$ cat config.mk
export PLATFORM = sky130hd
export DESIGN_NAME = eprom_array
export DESIGN_NICKNAME = d
export VERILOG_FILES = /design/src/rtl/eprom_pkg.sv /design/src/rtl/eprom_array.sv
export SDC_FILE = /design/constraint.sdc
export NUM_CORES = 1
export LEC_CHECK = 0
export BUFFER_PORTS_ARGS = -buffer_cell sky130_fd_sc_hd__clkbuf_2
export CORE_AREA = 2 2 307 309
export DETAILED_ROUTE_END_ITERATION = 8
export DIE_AREA = 0 0 309 311
export PLACE_DENSITY = 0.69
export SYNTH_ARGS = -nofsm -noshare
export SYNTH_HDL_FRONTEND = slang
export SYNTH_SLANG_ARGS = --single-unit
$ cat constraint.sdc
create_clock -name clk -period 10.5 [get_ports clk]
set_clock_uncertainty 0.1 [all_clocks]
set_input_delay 1.575 -clock clk [delete_from_list [all_inputs] [get_ports clk]]
set_output_delay 1.575 -clock clk [all_outputs]
set_load 0.02 [all_outputs]
$ cat src/rtl/eprom_pkg.sv
package eprom_pkg;

  localparam int WORD_W = 16;
  localparam int ID_W   = 8;

  typedef enum logic [2:0] {
    MD_STANDBY,
    MD_INHIBIT,
    MD_PROGRAM,
    MD_OUTOFF,
    MD_VERIFY,
    MD_IDENT,
    MD_READ
  } modeT;

  typedef enum logic [1:0] {
    SRC_NONE,
    SRC_ARRAY,
    SRC_MFR,
    SRC_DEV
  } srcT;

  typedef struct packed {
    logic wrEn;
    logic drive;
    srcT  src;
  } strobeT;

endpackage

$ cat src/rtl/eprom_array.sv
module eprom_array
  import eprom_pkg::*;
#(
  parameter int               ADDR_W = 6,
  parameter logic [ID_W-1:0]  MFR_ID = 8'h2A,
  parameter logic [ID_W-1:0]  DEV_ID = 8'hC4
) (
  input  logic              clk,
  input  logic              rstN,
  input  logic              eraseAll,
  input  strobeT            strb,
  input  logic [ADDR_W-1:0] addr,
  input  logic [WORD_W-1:0] wdata,
  output logic [WORD_W-1:0] dataOut,
  output logic              dataDrive
);

  localparam int DEPTH = 1 << ADDR_W;
  localparam logic [WORD_W-ID_W-1:0] ID_PAD = '0;

  logic [WORD_W-1:0] mem [DEPTH];
  logic [WORD_W-1:0] memWord;

  always_ff @(posedge clk) begin
    if (!rstN || eraseAll) begin
      for (int i = 0; i < DEPTH; i++) mem[i] <= '1;
    end else if (strb.wrEn) begin
      mem[addr] <= mem[addr] & wdata;
    end
  end

  assign memWord = mem[addr];

  always_comb begin
    dataDrive = strb.drive;
    unique case (strb.src)
      SRC_ARRAY: dataOut = memWord;
      SRC_MFR:   dataOut = {ID_PAD, MFR_ID};
      SRC_DEV:   dataOut = {ID_PAD, DEV_ID};
      default:   dataOut = '0;
    endcase
    if (!strb.drive) dataOut = '0;
  end

  AST_ONE_WAY: assert property (@(posedge clk) disable iff (!rstN)
    ($past(rstN) && !$past(eraseAll) && $stable(addr))
      |-> ((memWord & ~$past(memWord)) == '0)) else $error("bit returned to one");

  AST_HOLD_NO_WRITE: assert property (@(posedge clk) disable iff (!rstN)
    ($past(rstN) && !$past(eraseAll) && !$past(strb.wrEn) && $stable(addr))
      |-> $stable(memWord)) else $error("word changed without write");

  AST_ERASED: assert property (@(posedge clk) disable iff (!rstN)
    ($past(rstN) && $past(eraseAll)) |-> (memWord == '1)) else $error("erase incomplete");

  AST_ID_FORMAT: assert property (@(posedge clk) disable iff (!rstN)
    (dataDrive && (strb.src == SRC_MFR || strb.src == SRC_DEV))
      |-> (dataOut[WORD_W-1:ID_W] == '0 && (^dataOut[ID_W-1:0]) == 1'b1))
    else $error("bad identifier word");

endmodule

==> results_dict.tcl <==
set metrics [dict create \
    yosysSeqAreaShare_pct 66.9 \
    startpoint "addr[2]" \
    crit_path_end_kind "output port" \
    synth-seq-cells 1024 \
    cp.arrival_ns 6.32 \
    first_pass_iters 9 \
    core_area_um2 92800 \
    avgRoutedWirePerCell_um 30.6 \
    ant_nets 0 \
    grt_pass1_vias 30400 \
    min_path_type "reg -> reg" \
    port_buffers 45 \
    largest_reg_flops 1024 \
    path_cells "buf_8 -> buf_4 -> or2_1 -> o22ai_1 -> a221oi_1 -> o211ai_1 -> nor4_1 -> nor2_1 -> clkbuf_2" \
    num_rows 112 \
    largest-register "mem" \
    start_kind "input pin" \
    power.leakage_nw 14.3 \
    tns_ns 0 \
    grt-ovfl-total 0 \
    ys_top_cells_by_area "edfxtp_1 67%, nand2_1 9.1%, mux2i_1 4.1%, mux4_2 2.0%, mux2_2 1.5%" \
    final_cell_area_um2 50600 \
    critical_path.max_fanout 80 \
    postSynthCellCount 3589 \
    synthesis.area_um2 46000 \
    clock_latency_ns 0.72 \
    path_delay_family "simple AND/OR/NAND/NOR gates" \
    cts.reportedPaths.clkPinSlew_ns 0.06 \
    synth_edf_count 1024 \
    worstMarginPinSlew_ns 1.54 \
    final_common_cell "nand2_1" \
    cts_tree "built" \
    post-route-min-period_ns 8.00 \
    relSlewSlack_pct -3.84 \
    violations "capacitance limit, slew limit" \
    post-place-ws_ns 2.94 \
    cts_resized 0 \
    worst_slack_ns 2.50 \
    crit_path_max_incr_delay_ns 1.15 \
    drv_slew 2 \
    synthArstFlopShare_pct 0 \
    cts_buffers 104 \
    ys_warn_count 0 \
    setup_violations 0 \
    dpl_cell_area_um2 47300 \
    die_y_um 311 \
    post-cts-setup-buffers 0 \
    grt_max_degree 127 \
    min_from "mem[16][3]" \
    yosys.area.top_type_share_pct 66.9 \
    nNetsFinal 3578 \
    synth_ff_type "edfxtp_1" \
    finalWeightedCongestion 0.972 \
    top_regs "mem: 1024 flops" \
    critPathBufInv 3 \
    cts_max_path_buffers 3 \
    rsz0062_at_grt "no" \
    n_antenna_cell 0 \
    ios 46 \
    cts-root-buf "clkbuf_16" \
    hold_buffers 0 \
    critical-path-slowest-cell "nor4_1" \
    cp.required_ns 8.83 \
    layout_common_cells "1114 x nand2_1, 1024 x edfxtp_1, 187 x mux2i_1" \
    worstSetupPathType "in -> out" \
    groute.usage.overall_pct 31.0 \
    hold_viol 0 \
    postSynthAreaPerCell_um2 12.8 \
    status "finished with violations" \
    route.detailed.drc 0 \
    drive_gt1_share_pct 14.7 \
    timing.rr.start "mem[38][4]" \
    start_util_pct 49.6 \
    grt_pass1_wl_mm 215 \
    hpwl_mm 91.2 \
    clock_sink_count 1024 \
    vias 31800 \
    cts_htree_levels 3 \
    irDropWorstVdd_uv 138 \
    synth_cell_types 61 \
    antenna_found_initial 1 \
    vias_per_cell 6.50 \
    die_w_um 309 \
    min_period_over_period_pct 76.1 \
    drt_iter0_markers 5251 \
    wl_mm 149 \
    layout-area-overhead-vs-synth_pct 10.1 \
    synth.largest_area_cell "edfxtp_1" \
    powerDensity_nw_per_um2 176 \
    fp.dieArea_um2 96100 \
    max_cap_viol_count 1 \
    synth_nets 3618 \
    fmax_mhz 125 \
]
-- per-layer routing --
| layer | track usage (%) | up-vias | wire length, µm |
|---|---|---|---|
| met4 | 15.3 | 2 | 8380 |
| met2 | 44.7 | 2561 | 64600 |
| li1 | - | 13100 | - |
| met5 | 0 | - | 13 |
| met3 | 11.1 | 450 | 22700 |
| met1 | 41.4 | 15600 | 53700 |
-- final cells by class --
cell class                      count  area, µm²
Tap cell                         1254       1570
Timing Repair Buffer              198       1440
Multi-Input combinational cell   2182      13400
Inverter                           39        146
Fill cell                        7578      42100
Clock inverter                     69        614
Sequential cell                  1024      30700
Clock buffer                      122       2670
-- per-stage QoR --
| step | std cells | util [%] | hold WS [ns] | total power, W |
|---|---|---|---|---|
| 2_1_floorplan | 3589 | - | 0.758 | 0.00506 |
| 3_3_place_gp | 4697 | 51.0 | 0.974 | 0.00534 |
| 3_5_place_dp | 4697 | 51.0 | 0.980 | 0.00535 |
| 4_1_cts | 4888 | 54.6 | 1.00 | 0.00890 |
| 5_1_grt | 4888 | 54.6 | 1.06 | 0.00910 |
| 6_report | 4888 | 54.6 | 1.00 | 0.00893 |
-- synth_stat cells (all sizes together), types with 9 or more instances --
cell type / count
inv: 39
nor4: 9
a221oi: 55
o41ai: 9
nand2: 1114
o22ai: 94
a221o: 61
mux2i: 187
and3b: 10
a31oi: 11
clkbuf: 136
o32ai: 35
nand3b: 9
nor2: 94
a22oi: 38
nor2b: 15
mux2: 71
o21ai: 97
a22o: 30
o31ai: 27
nand3: 10
edfxtp: 1024
nor3: 15
buf: 208
o21a: 10
a21oi: 39
mux4: 41
nand2b: 21
-- logic make-up after synthesis --
family	synth area share [%]
multiplexers	7.82
AND/OR/NAND/NOR	11.6
AO/OA/AOI/OAI	9.35
flip-flops	66.9
buffers and inverters	4.34
-- worst reg2reg max path: stages, from the launching register on --
cell and delay (ns):
edfxtp_1 0.35, mux4_2 0.46, mux2i_1 0.82, o22a_1 0.26, o211ai_1 0.30, o31ai_4 1.03, buf_4 0.68, nand2_1 0.22
-- worst paths after layout --
kind	end	slack, ns	cells after the start
max	dataOut[11]	2.50	9
min	mem[38][3]	1.00	5
max reg2reg	mem[47][4]	5.94	7
min reg2reg	mem[38][3]	1.00	5
-- power by group --
group / internal [W] / switching, W
registers: 0.00450 / 0.00000496
clock network: 0.00202 / 0.00162
logic: 0.000169 / 0.000619
total: 0.00669 / 0.00225
No activity file was read; power rests on OpenSTA's default activity.
